$ cat src/rtl/rws_pkg.sv
package rws_pkg;
    localparam int NUM_RANKS = 6;

    // Fixed port ranks; higher value is served first.
    typedef enum logic [2:0] {
        RK_DMA   = 3'd0,
        RK_REQ   = 3'd1,
        RK_MEM   = 3'd2,
        RK_RSP   = 3'd3,
        RK_UNBLK = 3'd4,
        RK_TRIG  = 3'd5
    } rank_e;
endpackage

$ cat src/rtl/rws_pick.sv
// Highest-index set bit to one-hot.
module rws_pick #(
    parameter int N = 6
) (
    input  logic [N-1:0] req,
    output logic [N-1:0] oh
);
    always_comb begin
        oh = '0;
        for (int k = 0; k < N; k++) begin
            if (req[k]) begin
                oh    = '0;
                oh[k] = 1'b1;
            end
        end
    end
endmodule

$ cat src/rtl/rws_cam.sv
// Associative lookup of a key among valid table tags.
module rws_cam #(
    parameter int E  = 8,
    parameter int AW = 8,
    localparam int EW = (E > 1) ? $clog2(E) : 1
) (
    input  logic [E-1:0]         vld,
    input  logic [E-1:0][AW-1:0] tags,
    input  logic [AW-1:0]        key,
    output logic                 hit,
    output logic [EW-1:0]        idx
);
    always_comb begin
        hit = 1'b0;
        idx = '0;
        for (int k = 0; k < E; k++) begin
            if (vld[k] && tags[k] == key) begin
                hit = 1'b1;
                idx = EW'(k);
            end
        end
    end
endmodule

$ cat src/rtl/rank_wake_sched.sv
module rank_wake_sched
    import rws_pkg::*;
#(
    parameter int R  = NUM_RANKS,
    parameter int AW = 8,
    parameter int E  = 8,
    localparam int RW = (R > 1) ? $clog2(R) : 1,
    localparam int EW = (E > 1) ? $clog2(E) : 1
) (
    input  logic          clk,
    input  logic          rst_n,
    input  logic [R-1:0]  port_valid,
    input  logic          stall_vld,
    input  logic [AW-1:0] stall_addr,
    input  logic          wake_vld,
    input  logic [AW-1:0] wake_addr,
    output logic [R-1:0]  svc_port,
    output logic [RW-1:0] svc_rank,
    output logic          rel_vld,
    output logic [R-1:0]  rel_port,
    output logic [AW-1:0] rel_addr,
    output logic          err
);
    typedef struct packed {
        logic [E-1:0]         v;
        logic [E-1:0][AW-1:0] tag;
        logic [E-1:0][R-1:0]  slot;
        logic [R-1:0]         pend;
        logic [AW-1:0]        paddr;
        logic                 err;
    } st_t;

    st_t st_d, st_q;

    logic [R-1:0]  svc_oh, rel_oh, below;
    logic          svc_any, busy, wake_acc, stall_acc;
    logic          w_hit, s_hit, f_any;
    logic [EW-1:0] w_idx, s_idx, f_idx;
    logic [E-1:0]  wake_kill, v_mid;

    rws_pick #(.N(R)) u_svc_pick (.req(port_valid), .oh(svc_oh));
    rws_pick #(.N(R)) u_rel_pick (.req(st_q.pend), .oh(rel_oh));

    // Current rank and the mask of ranks strictly below it.
    always_comb begin
        svc_rank = '0;
        for (int k = 0; k < R; k++) begin
            if (svc_oh[k]) svc_rank = RW'(k);
        end
        for (int k = 0; k < R; k++) begin
            below[k] = (RW'(k) < svc_rank);
        end
    end

    assign svc_any   = |port_valid;
    assign busy      = |st_q.pend;
    assign wake_acc  = wake_vld & svc_any & ~busy;
    assign stall_acc = stall_vld & svc_any;

    rws_cam #(.E(E), .AW(AW)) u_wake_cam (
        .vld(st_q.v), .tags(st_q.tag), .key(wake_addr), .hit(w_hit), .idx(w_idx)
    );

    assign wake_kill = (wake_acc && w_hit) ? (E'(1) << w_idx) : '0;
    assign v_mid     = st_q.v & ~wake_kill;

    // Stall lookup sees the table after this cycle's wake-up.
    rws_cam #(.E(E), .AW(AW)) u_stall_cam (
        .vld(v_mid), .tags(st_q.tag), .key(stall_addr), .hit(s_hit), .idx(s_idx)
    );

    always_comb begin
        f_any = 1'b0;
        f_idx = '0;
        for (int k = E - 1; k >= 0; k--) begin
            if (!v_mid[k]) begin
                f_any = 1'b1;
                f_idx = EW'(k);
            end
        end
    end

    always_comb begin
        st_d      = st_q;
        st_d.err  = 1'b0;
        st_d.pend = st_q.pend & ~rel_oh;
        if (wake_acc && w_hit) begin
            st_d.pend       = st_q.slot[w_idx] & below;
            st_d.paddr      = wake_addr;
            st_d.v[w_idx]   = 1'b0;
        end
        if (stall_acc) begin
            if (s_hit) begin
                st_d.slot[s_idx][svc_rank] = 1'b1;
            end else if (f_any) begin
                st_d.v[f_idx]              = 1'b1;
                st_d.tag[f_idx]            = stall_addr;
                st_d.slot[f_idx]           = '0;
                st_d.slot[f_idx][svc_rank] = 1'b1;
            end else begin
                st_d.err = 1'b1;
            end
        end
    end

    always_ff @(posedge clk or negedge rst_n) begin
        if (!rst_n) st_q <= '0;
        else        st_q <= st_d;
    end

    assign svc_port = svc_oh;
    assign rel_vld  = busy;
    assign rel_port = rel_oh;
    assign rel_addr = st_q.paddr;
    assign err      = st_q.err;
endmodule

$ cat config.mk
export PLATFORM = sky130hd
export DESIGN_NAME = rank_wake_sched
export DESIGN_NICKNAME = d
export VERILOG_FILES = /design/src/rtl/rws_pkg.sv /design/src/rtl/rws_pick.sv /design/src/rtl/rws_cam.sv /design/src/rtl/rank_wake_sched.sv
export SDC_FILE = /design/constraint.sdc
export NUM_CORES = 1
export LEC_CHECK = 0
export ABC_AREA = 1
export BUFFER_PORTS_ARGS = -buffer_cell sky130_fd_sc_hd__buf_4
export CAP_MARGIN = 20
export CORE_MARGIN = 3
export CORE_UTILIZATION = 41
export CTS_CLUSTER_DIAMETER = 40
export CTS_CLUSTER_SIZE = 30
export DETAILED_ROUTE_END_ITERATION = 10
export GPL_TIMING_DRIVEN = 0
export PLACE_DENSITY = 0.63
export REMOVE_ABC_BUFFERS = 1
export SLEW_MARGIN = 20
export SYNTH_ARGS = -nofsm -noshare
export SYNTH_HDL_FRONTEND = slang
export SYNTH_HIERARCHICAL = 1
export SYNTH_SLANG_ARGS = --single-unit
$ cat constraint.sdc
create_clock -name clk -period 12.05 [get_ports clk]
set_clock_uncertainty 0.2 [all_clocks]
set_input_delay 0.6025 -clock clk [delete_from_list [all_inputs] [get_ports clk]]
set_output_delay 0.6025 -clock clk [all_outputs]
set_load 0.02 [all_outputs]
**Yosys cells after proc, flatten, opt, wreduce, memory -nomap -nowiden**

Index checks and enable logic that the tools add are counted.

- Add/sub/neg operators: 0
- Multipliers: 0
- Div/mod/pow operators: 0
- Order comparisons: 14
- Equality and inequality tests: 16
- Shift-type cells: 1
- Mux-type cells: 90
- Bitwise gates (word level): 17
- Reductions and logical operators: 26

Operators with widths:

| operator | number |
|---|---|
| $mux W120 | 2 |
| $eq A8 B8 Y1 | 16 |
| $or A48 B48 Y48 | 2 |
| $mux W72 | 1 |
| $mux W3 | 22 |
| $bwmux W64 | 1 |
| $demux W6 S3 | 3 |
| $and A48 B48 Y48 | 1 |
| $mux W48 | 1 |
| $not A48 Y48 | 1 |
| $mux W6 | 6 |
| $mux W1 | 35 |
| $demux W8 S3 | 1 |
| $mux W8 | 3 |
| $logic_and A1 B1 Y1 | 21 |
| $bmux W6 S3 | 1 |
| $and A8 B8 Y8 | 2 |
| $lt A3 B4 Y1 const B | 4 |
| $not A8 Y8 | 2 |
| $mux W14 | 1 |
| $and A6 B6 Y6 | 2 |
| $ge A3 B1 Y1 const B | 4 |
| $mux W2 | 6 |
| $reduce_or A6 Y1 | 2 |
| 14 further kinds | 24 |

- Flip-flop bits (word level): 135
- Bits in latches: 0
- Bits in writable memories: 0
- ROM bits: 0
- Input port bits: 26
- Output and inout bits: 25
- Word-level logic and storage cells: 184
- Memories kept: 0

**Depth between registers and ports, before layout**

Gate-level depths: netlist of run 1.

- Word-level depth: 32
- Gate-level depth with buffers: 40
- Mapped depth without buffers: 39

**Modules after synthesis**

Netlist of run 1, hierarchy kept.

By module, submodules not included:

| module | times used | cells each | area each (µm²) | seq. area each (µm²) |
|---|---|---|---|---|
| rank_wake_sched | 1 | 1073 | 7578.5 | 3178.0 |
| rws_cam | 2 | 212 | 1102.3 | 0.0 |
| rws_pick | 2 | 15 | 62.6 | 0.0 |

**Worst setup path before layout of run 1**

Ideal clock, no wire load.

- Kind: in2reg
- Start: input wake_addr[2]
- End: register with a tool-made name
- Setup time: 0.119 ns
- Arrival: 4.348 ns
- Data required time: 11.731 ns
- Path slack: 7.383 ns
- Stages: 32
- Buffers on the path: 5
- Cell sequence: buf_2 -> nand2_1 -> o21ai_0 -> nor2_1 -> nand3_1 -> or2_1 -> nand2_1 -> inv_1 -> nand2_1 -> nand2_1 -> nor2_1 -> nand2_1 -> nor2_4 -> nor2_8 -> buf_1 -> clkbuf_1 -> o21a_1 -> nand4_1 -> nor3_1 -> nand2_1 -> nand2_1 -> nor2_1 -> nand2_1 -> clkbuf_1 -> nor2_1 -> inv_1 -> nor2_4 -> inv_4 -> nor2_4 -> buf_6 -> nand2_1 -> o21a_1

RTL lines:

| what | RTL line | RTL |
|---|---|---|
| start, declared | rank_wake_sched.sv:16 | `input logic [AW-1:0] wake_addr,` |

**Final worst setup path of run 1**

- Start: input wake_addr[5]
- End: register st_q[39] in the netlist's numbering

- Elaborated cells on any way between the ends: 95
- Classes of those cells: order compare (4); eq/ne (8); shift (1); mux (55); bitwise (6); reduce/logical (21)

RTL lines:

| what | RTL line | RTL |
|---|---|---|
| $eq A8 B8 Y1 | rws_cam.sv:17 | `if (vld[k] && tags[k] == key) begin` |
| $logic_and A1 B1 Y1 | rws_cam.sv:17 |  |
| $mux W3 (3 in series) | rws_cam.sv:17 |  |
| $mux W3 * | rws_cam.sv:17 |  |
| named net w_idx[2] | rank_wake_sched.sv:38 | `logic [EW-1:0] w_idx, s_idx, f_idx;` |
| $shl A1 B3 Y8 * | rank_wake_sched.sv:64 | `assign wake_kill = (wake_acc && w_hit) ? (E'(1) << w_idx) : '0;` |
| $mux W8 * | rank_wake_sched.sv:64 |  |
| $not A8 Y8 * | rank_wake_sched.sv:65 | `assign v_mid = st_q.v & ~wake_kill;` |
| $and A8 B8 Y8 * | rank_wake_sched.sv:65 |  |
| named net v_mid[4] | rank_wake_sched.sv:39 | `logic [E-1:0] wake_kill, v_mid;` |
| $logic_and A1 B1 Y1 * | rws_cam.sv:17 |  |
| $mux W1 * (4 in series) | rws_cam.sv:17 |  |
| named net s_hit | rank_wake_sched.sv:37 | `logic w_hit, s_hit, f_any;` |
| $reduce_bool A2 Y1 (no source line) | - |  |
| $reduce_and A2 Y1 (no source line) | - |  |
| end signal, assigned | rank_wake_sched.sv:108 | `else st_q <= st_d;` |
| end, declared | rank_wake_sched.sv:33 | `st_t st_d, st_q;` |

The timed path passes the listed nets; every way through them passes the cells marked *. The select of a mux whose other input is x is not followed.
A chain may end at the register's enable or synchronous reset.

==> summary.md, run 1 <==
| Metric | Value |
|---|---|
| Share of the synthesized area in the top cell type | 32.07% |
| Avg Cell Area, Syn | around 6.5 um^2 |
| Peak VDD IR | 0.0001900 V |
| Power per cell area | 279.5 mW/mm^2 |
| Wire length per cell | 15.38 um |
| Worst Path Max Fanout | 43 |
| Detailed placement HPWL | between 20 and 25 mm |
| Vias/cell | slightly above 5 |
| Worst hold slack | 219.3 ps |
| Most frequent CP cell | nand2_1 |
| Largest family of logic cells by synthesized area | simple AND/OR/NAND/NOR gates |
| Post-synthesis sequential area ratio | about a third |
| Vias | between 9,000 and 10,000 |
| Die area | 0.02607 mm^2 |
| CP max stage delay | 1000 ps |
| CTS Root Cell | clkbuf_16 |
| GRT Util Overall | 22.36% |
| Crit path capture | st_q[39] |
| F_max | 170.9 MHz |
| Register share of total power | around a quarter |
| Synth warn | 6 |
| Reg2Reg Depth | 27 |
| Total power draw | approximately 3000 uW |
| GPL Wtd Cong | 0.8844 |
| Final cycle utilization of the critical path | roughly half |
| Die Ht | 161.5 um |
| TritonCTS clock tree | yes |
| IO Pins | 51 |
| RSZ-0062 raised after global routing | no |
| Clk Latency, worst-skew pair | 430 ps |
| Place WS | ~5900 ps |
| Net Sw Power | 1516 uW |
| Worst Tran Pin Value | approximately 1100 ps |
| Setup Crit Path Kind | primary input to flop |
| Vias in the first global route | 8,667 |
| Clk buf depth | 2 |
| Worst EP required | 12,220 ps |
| Total gr overflow | 0 |
| Library cells used by synthesis | 49 |
| Crit path DAT | 6020 ps |
| Antenna Nets Post-Route | 0 |
| Post-Syn Instances | roughly 1,500 |
| Clk slew on worst S/H paths | 70 ps |
| CTS sink cnt | 127 |
| Ranking of synthesized cells by area | dfrtp_1 (32%), nand2_1 (20%), inv_1 (8.4%) |
| Row cnt | 56 |
| H-tree depth | 4 |
| Nets | 1,555 |
| Core Area | around 0.024 mm^2 |
| Ratio of cells with drive above 1 in the final layout | 10.83% |
| Min Tclk post-route | ~5900 ps |
| Drt pass-1 iters | 7 |
| Final Max Slew Viols | 0 |
| Largest net degree at the start of global routing | 79 |
| FF-to-FF setup slack | 6300 ps |
| Number of max-cap violations | 0 |
| DRC | 0 |
| Num CTS Buffers | 17 |
| Port buffer count | 50 |
| Initial core utilization | about two fifths |
| Multiplexer share of the synthesized area | 0% |
| Cell type with the largest total area after synthesis | dfrtp_1 |
| Initial DRC Count | 839 |
| Initial antenna violation count | 0 |
| Post-cts sizing count | 0 |
| P_int | 1537 uW |
| Clock network power share | 17.1% |
| Element type at the critical path end | flop |
| Xor/xnor share of the synthesized area | approximately 4.2% |
| Worst setup SP type | primary input |
| Worst r2r dst | st_q[39] |
| Max_slew headroom | 24.70% |
| N_diodes | 0 |
| Final critical-path setup slack | roughly 6200 ps |
| First-pass GRT wire length | 46.78 mm |
| Post-Syn Area | around 0.0099 mm^2 |
| Final setup vio count | 0 |
| Area grow syn2layout | 10.24% |
| Leak | 0.005811 uW |
| Status | finished, final reports clean |
| Critical Path Start | wake_addr[5] |
| Total Routed Length | 28.63 mm |
| Post-CTS setup buffer count | 0 |
| Combinational power share | 56.8% |
| Setup TNS | 0 ps |
| Post-synthesis register bit count | 127 |
| Worst min path class | primary input to flop |
| Endpoints failing hold | 0 |
| Slowest stage cell on the critical path | o21ai_4 |
| Synth Area in Simple Gates | around two fifths |
| Horiz. Die Dim | 161.5 um |
| Post-Synth Adder-Cell Area | 0% |
| Compound-Gate Fraction of Synth Area | 10.70% |
| Net Sw Frac | between 40% and 50% |
## critical path, delay by kind of cell
kind / cells / cell delay, ps
and+or+nand+nor: 16 / 2820
buffers and inverters: 6 / 1290
AOI/OAI and AO/OA: 3 / 1250
## power groups by stage
stage	Sequential (uW)	Combinational (uW)	Clock [uW]
after floorplan	774	1290	0
after global placement	793	1670	0
after detailed placement	799	1710	0
after CTS	794	1720	532
after global routing	824	1970	549
final	796	1730	523
## how the worst min path moves through the flow
stage                 start           to  slack, ps  cells past startpoint
3_5_place_dp    rel_addr[4]  rel_addr[4]        270                      2
5_1_grt        wake_addr[0]  rel_addr[0]        220                      3
4_1_cts        wake_addr[0]  rel_addr[0]        210                      3
3_3_place_gp    rel_addr[6]  rel_addr[6]        260                      2
2_1_floorplan         rst_n    async pin        110                      0
6_report       wake_addr[0]  rel_addr[0]        220                      3
## per-layer routing
layer | part of all wire (%) | track usage [%]
met4 | 1.2 | 4.810
met5 | 0 | 0
met2 | 45 | 35.38
met3 | 6.7 | 3.693
met1 | 47 | 32.27
## cell type report
type                       instances  area (um^2)
multi-input combinational       1087         5371
tap                              319        399.1
clock inverter                    13        155.1
sequential                       127         3178
clock buffer                      19        432.9
inverter                         242        910.9
timing repair buffer              54        475.5
fill                            2454        12690
## per-stage QoR
stage | utilization [%] | instances | area (um^2)
2_1_floorplan | - | 1456 | 9453
3_3_place_gp | 43.31 | 1825 | 10230
3_5_place_dp | 43.61 | 1827 | 10300
4_1_cts | 46.14 | 1860 | 10900
5_1_grt | 46.26 | 1861 | 10920
6_report | 46.26 | 1861 | 10920
## kinds of logic after synthesis
family | Yosys count
simple gates | 864
buf+inv | 313
compound gates | 175
flops | 127
xor+xnor | 48
## synthesized netlist by cell type, drive strengths merged
| cell type | count |
|---|---|
| xnor2 | 28 |
| buf | 50 |
| a21boi | 4 |
| inv | 240 |
| xor2 | 20 |
| clkinv | 2 |
| nand4 | 38 |
| and2 | 3 |
| nand3 | 59 |
| a21oi | 50 |
| nor4 | 10 |
| nor3 | 16 |
| a211oi | 1 |
| o22ai | 20 |
| nor3b | 6 |
| o41ai | 1 |
| o2111ai | 1 |
| o21a | 28 |
| a221oi | 2 |
| o211ai | 2 |
| o221ai | 5 |
| nand2 | 558 |
| dfrtp | 127 |
| nor2 | 154 |
| o32ai | 2 |
| or2 | 16 |
| clkbuf | 21 |
| o21ai | 59 |
| nand3b | 4 |
## layout by cell type, fill, tap and decap left out, types with 4 or more instances in the layout
cell type,netlist,routed
nand2_1,536,536
inv_1,222,222
nor2_1,133,132
dfrtp_1,127,127
nand3_1,52,52
buf_4,14,49
a21oi_1,47,47
o21ai_0,37,37
nand4_1,36,36
o21a_1,28,28
xnor2_1,28,28
o21ai_1,21,21
o22ai_1,20,20
xor2_1,20,20
nand2_2,18,18
inv_2,17,17
clkbuf_16,0,17
nor3_1,16,16
nor2_2,10,10
nor4_1,10,10
or2_2,8,8
nor2_4,6,7
or2_1,6,6
nor3b_1,6,6
nand3_4,5,5
nor2_8,5,5
o221ai_1,5,5
inv_6,0,4
a21boi_0,4,4
nand2_4,4,4
## repair_timing
item                                    in CTS  in global routing
hold buffers                                 1                  0
endpoints found under the setup margin       0                  0
hold endpoints to repair                    49                  0
Power figures use the tool's default switching activity.
==> inputs of run 2 (changes only) <==
PLACE_DENSITY = 0.65   (was 0.63)
clock period = 5.37 ns   (was 12.05 ns; I/O delays follow)
==> run 2 against run 1 <==
Effect of this change:
- critical path depth stayed put
- worst setup slack worse by 5800 ps
- power grew 130%
- register-to-register slack worse by 5900 ps
- final area rose by 0.85%
- sequential power up 130%
- cell count rose by 0.64%
- sequential cell count is the same
- routed wire length is 4.2% higher
- highest routed layer unchanged
==> summary.md, run 2 (synthesized netlist as in run 1, its figures left out) <==
| Metric | Value |
|---|---|
| Status | finished, final reports clean |
| Total Routed Length | 29.84 mm |
| Max_slew headroom | 28.79% |
| Clk buf depth | 2 |
| Element type at the critical path end | flop |
| Vias/cell | 5.161 |
| Min Tclk post-route | 4985 ps |
| Endpoints failing hold | 0 |
| Initial DRC Count | 791 |
| Worst Tran Pin Value | 1068 ps |
| DR top layer | met4 |
| Area of the multi-input gates | 0.005388 mm^2 |
| Final cycle utilization of the critical path | 92.82% |
| Most frequent cells in the layout | nand2_1 (535), inv_1 (222), nor2_1 (130) |
| Met1 WL | 13.57 mm |
| Commonest non-fill, non-tap cell in the layout | nand2_1 |
| Worst min path class | primary input to async pin |
| P_int | ~3400 uW |
| Number of max-cap violations | 0 |
| Area grow syn2layout | 11.18% |
| Worst EP required | 5490 ps |
| Setup TNS | 0 ps |
| Net Sw Frac | about 51% |
| Clk Latency, worst-skew pair | 430 ps |
| Worst Path Max Fanout | 17 |
| Die Ht | around 160 um |
| Leak | a little under 0.006 uW |
| Drt pass-1 iters | 5 |
| Clock network power share | 16.3% |
| GRT Util Overall | a little under a quarter |
| Crit path DAT | between 5000 and 6000 ps |
| F_max | 200.6 MHz |
| Initial antenna violation count | 0 |
| Port buffer count | 50 |
| Net Sw Power | 3493 uW |
| TritonCTS clock tree | yes |
| DRC | 0 |
| Vias | 9,666 |
| Peak VDD IR | 0.0002820 V |
| Worst setup SP type | flop |
| Combinational power share | between 50% and 60% |
| Detailed placement HPWL | 20.27 mm |
| Met3 wire length | 2.183 mm |
| Final Max Slew Viols | 0 |
| Row cnt | 56 |
| Dpl cell area | 0.01030 mm^2 |
| GPL Wtd Cong | 0.8548 |
| Register share of total power | a little over a quarter |
| Nets | about 1,600 |
| Vias in the first global route | 9,088 |
| Fillers | between 2,000 and 2,500 |
| Met2 wire len | between 10 and 15 mm |
| Total gr overflow | 0 |
| First-pass GRT wire length | 47.91 mm |
| Die area | between 0.02 and 0.03 mm^2 |
| CTS sink cnt | 127 |
| Core Area | 0.02361 mm^2 |
| IO Pins | just over 50 |
| Power per cell area | 627.5 mW/mm^2 |
| Num CTS Buffers | 17 |
| H-tree depth | 4 |
| Wire length per cell | approximately 16 um |
| Finished Cell Area | 0.01102 mm^2 |
| Largest net degree at the start of global routing | 93 |
| Register Area | 0.003178 mm^2 |
| Initial core utilization | 41.96% |
| Horiz. Die Dim | roughly 160 um |
| Setup Crit Path Kind | flop to flop |
| Antenna Nets Post-Route | 0 |
| N_diodes | 0 |
| Final setup vio count | 0 |
| CTS Root Cell | clkbuf_16 |
| Clk slew on worst S/H paths | 60 ps |
| Ratio of cells with drive above 1 in the final layout | 11.26% |
run 2: cell types whose count changed in the layout (fill, tap and decap cells not counted), sizes merged:
cell and delta:
o21ai +1, buf +2, clkbuf -1, bufinv -1, dlygate4sd3 +9, clkinv +2
run 2: cell type report:
class	instances	area share, %
Clock buffer	18	3.896
Clock inverter	14	1.227
Inverter	242	8.292
Multi-Input combinational cell	1088	48.91
Sequential cell	127	28.85
Tap cell	319	3.623
Timing Repair Buffer	65	5.202
run 2: metal layers:
metal,global-route usage [%],up-vias
li1,-,4773
met3,3.693,50
met5,0,-
met4,7.900,0
met1,31.99,4477
met2,36.53,366
run 2: power by group through the flow:
stage	clock, uW	combinational, uW	sequential (uW)
3_3_place_gp	0	3740	1790
5_1_grt	1180	4480	1870
3_5_place_dp	0	3860	1810
4_1_cts	1150	3910	1800
2_1_floorplan	0	2890	1740
6_report	1130	3980	1800
run 2: critical path, cell delays in order, from the launching register on:
cell      delay (ps)
dfrtp_1          420
nand2_1           80
o21ai_0           80
nor2_1           130
nand4_1          130
or2_1            260
nand2_1           80
nor2_1            70
inv_1            170
nand2_1          110
nor2_2           290
nand4_1          260
nand2_1          200
inv_1             90
nand4_1          120
nand3b_1         160
nand2_1           80
nor2_1           280
nand2_2          300
nor2_2           330
inv_1            150
nor2_4           240
inv_4            140
nor2_8           280
nand2_1          100
o21a_1           120
run 2: per-stage QoR:
step,setup WS (ps),utilization [%],cells,hold WS [ps],total power (uW)
4_1_cts,30.17,46.50,1871,108.9,6852
3_5_place_dp,-645.4,43.61,1827,-30.09,5671
2_1_floorplan,1215,-,1456,-227.1,4631
3_3_place_gp,-1077,43.31,1825,263.6,5533
5_1_grt,-0.5147,46.65,1873,126.7,7531
6_report,385.5,46.65,1873,93.96,6913
run 2: worst paths after layout:
kind,start,to,slack [ps],cells past startpoint
hold / removal,rst_n,st_q[24],90,2
max in group asynchronous,rst_n,async pin,4090,3
setup reg to reg,flop,flop,390,25
min in group clk,port_valid[0],st_q[129],140,5
hold reg to reg,rel_addr[7],rel_addr[7],280,2
setup / recovery,flop,flop,390,25
run 2: repair_timing:
item,in CTS,in global routing
setup endpoints to repair,40,92
buffers inserted,1,2
hold buffers,10,0
gates cloned,1,0
pin swaps,1,1
gates resized for setup,1,4
hold endpoints to repair,136,0
==> inputs of run 3 (changes only) <==
CORE_UTILIZATION = 50   (was 41)
PLACE_DENSITY = 0.76   (was 0.65)
==> run 3 against run 2 <==
Effect of this change:
- largest power group unchanged
- fmax down 1.8%
- clock power up 5%
- combinational power about the same
- power up 0.81%
- core utilization up 11 points
==> summary.md, run 3 (synthesized netlist as in run 1, its figures left out) <==
| Metric | Value |
|---|---|
| Initial antenna violation count | 0 |
| Crit path DAT | 5190 ps |
| Die area | between 0.02 and 0.025 mm^2 |
| Endpoints failing hold | 0 |
| Final critical-path setup slack | 295.9 ps |
| Vias | 9,902 |
| CTS Root Cell | clkbuf_16 |
| Finished Cell Area | roughly 0.011 mm^2 |
| Fillers | 1,751 |
| Nets | between 1,500 and 2,000 |
| DRC | 0 |
| Commonest non-fill, non-tap cell in the layout | nand2_1 |
| Detailed placement HPWL | 19.68 mm |
| Worst setup SP type | flop |
| Fin util | a little under three fifths |
| Vias/cell | 5.459 |
| Non-Filler Instances | 1,814 |
| Final Max Slew Viols | 0 |
| Min Tclk post-route | 5074 ps |
| Peak VDD IR | 0.0003052 V |
| Element type at the critical path end | flop |
| Met2 GRT Util | 42.71% |
| Leak | 0.005864 uW |
| Final setup vio count | 0 |
| GRT Util Overall | 27.23% |
| Worst Tran Pin Value | 1086 ps |
| Setup Crit Path Kind | flop to flop |
| Wire length per cell | 16.11 um |
| Worst EP required | about 5500 ps |
| GR Util met3 | 5.614% |
| H-tree depth | 4 |
| TritonCTS clock tree | yes |
| Reg2Reg Depth | 27 |
| CTS sink cnt | 127 |
| Total gr overflow | 0 |
| Clk slew on worst S/H paths | 60 ps |
| Worst Path Max Fanout | 16 |
| Number of max-cap violations | 0 |
| Row cnt | 50 |
| First-pass GRT wire length | between 40 and 50 mm |
| Horiz. Die Dim | ~150 um |
| Antenna Nets Post-Route | 0 |
| Largest net degree at the start of global routing | 84 |
| Area grow syn2layout | 10.59% |
| N_diodes | 0 |
| # placed instances | about 1,800 |
| Clk Latency, worst-skew pair | 430 ps |
| Busiest grt layer | met2 |
| Vias in the first global route | around 9,400 |
| Port buffer count | 50 |
| Met1 Use GR | about 37% |
| Place WS | -511.9 ps |
| Ratio of cells with drive above 1 in the final layout | 11.33% |
| Clk buf depth | 2 |
| Power per cell area | between 600 and 700 mW/mm^2 |
| GPL Wtd Cong | 0.9119 |
| Total power draw | 6969 uW |
| Dpl cell area | approximately 0.010 mm^2 |
| RSZ-0062 raised after global routing | no |
| Initial DRC Count | around 1,400 |
| Final cycle utilization of the critical path | 94.49% |
| Core Area | 0.01908 mm^2 |
| Most frequent cells in the layout | nand2_1 (535), inv_1 (222), nor2_1 (130) |
| F_max | 197.1 MHz |
| Status | finished, final reports clean |
| Drt pass-1 iters | 6 |
| IO Pins | 51 |
| Worst min path class | primary input to async pin |
| Num CTS Buffers | 17 |
| Total Routed Length | 29.22 mm |
| Max_slew headroom | 27.59% |
| Die Ht | 146.8 um |
| Initial core utilization | 51.93% |
[run 3: power by group]
part | switching [uW] | leakage [uW] | internal, uW
logic | 2620 | 0.00403 | 1360
registers | 394 | 0.00154 | 1410
clock network | 486 | 0.000290 | 705
[run 3: per-layer routing]
| metal | wire length [um] | vias up |
|---|---|---|
| li1 | - | 4766 |
| met1 | 12440 | 4513 |
| met2 | 13040 | 557 |
| met3 | 3000 | 66 |
| met4 | 743 | 0 |
| met5 | 0 | - |
[run 3: repair_timing]
action,4_1_cts,5_1_grt
hold buffers,10,0
setup buffers,0,3
hold endpoints to repair,136,0
resized for setup,1,4
endpoints found under the setup margin,40,93
gates cloned,1,0
pin swaps,1,2
[run 3: worst paths after layout]
check	to	startpoint	slack [ps]
worst max-delay path	flop	flop	300
worst min-delay path	async pin	rst_n	120
worst max register to register	flop	flop	300
worst min register to register	rel_addr[1]	rel_addr[1]	280
max in group asynchronous	st_q[60]	rst_n	4090
min in group clk	st_q[129]	port_valid[0]	140
[run 3: stage by stage]
| stage | hold slack, ps | TNS, ps |
|---|---|---|
| 2_1_floorplan | -227.1 | 0 |
| 3_3_place_gp | 263.6 | -34470 |
| 3_5_place_dp | -10.05 | -18350 |
| 4_1_cts | 119.3 | 0 |
| 5_1_grt | 126.7 | 0 |
| 6_report | 117.6 | 0 |
[run 3: critical path: stages (launching register included)]
cell,delay [ps]
dfrtp_1,390
inv_1,70
nor2_1,40
nor3b_1,230
nand3_1,120
or2_1,230
nand2_1,80
inv_1,40
nand2_1,50
nand2_1,150
inv_2,90
nand2_1,70
nor2_2,260
nand4_1,220
nand2_1,180
inv_1,90
nand4_1,140
nand3b_1,190
nand2_1,90
nor2_1,240
nand2_2,290
nor2_2,320
inv_1,150
nor2_4,250
inv_4,140
nor2_4,320
nand2_1,120
o21a_1,140
[run 3: layout make-up]
class,count,area (um^2),share of cell area [%]
clock inverters,14,153.9,1.404
flip-flops and latches,127,3178,29.00
repair buffers,65,560.5,5.115
clock buffers,18,439.2,4.008
inverters,242,913.4,8.335
multi-input cells,1088,5388,49.17
well taps,260,325.3,2.969
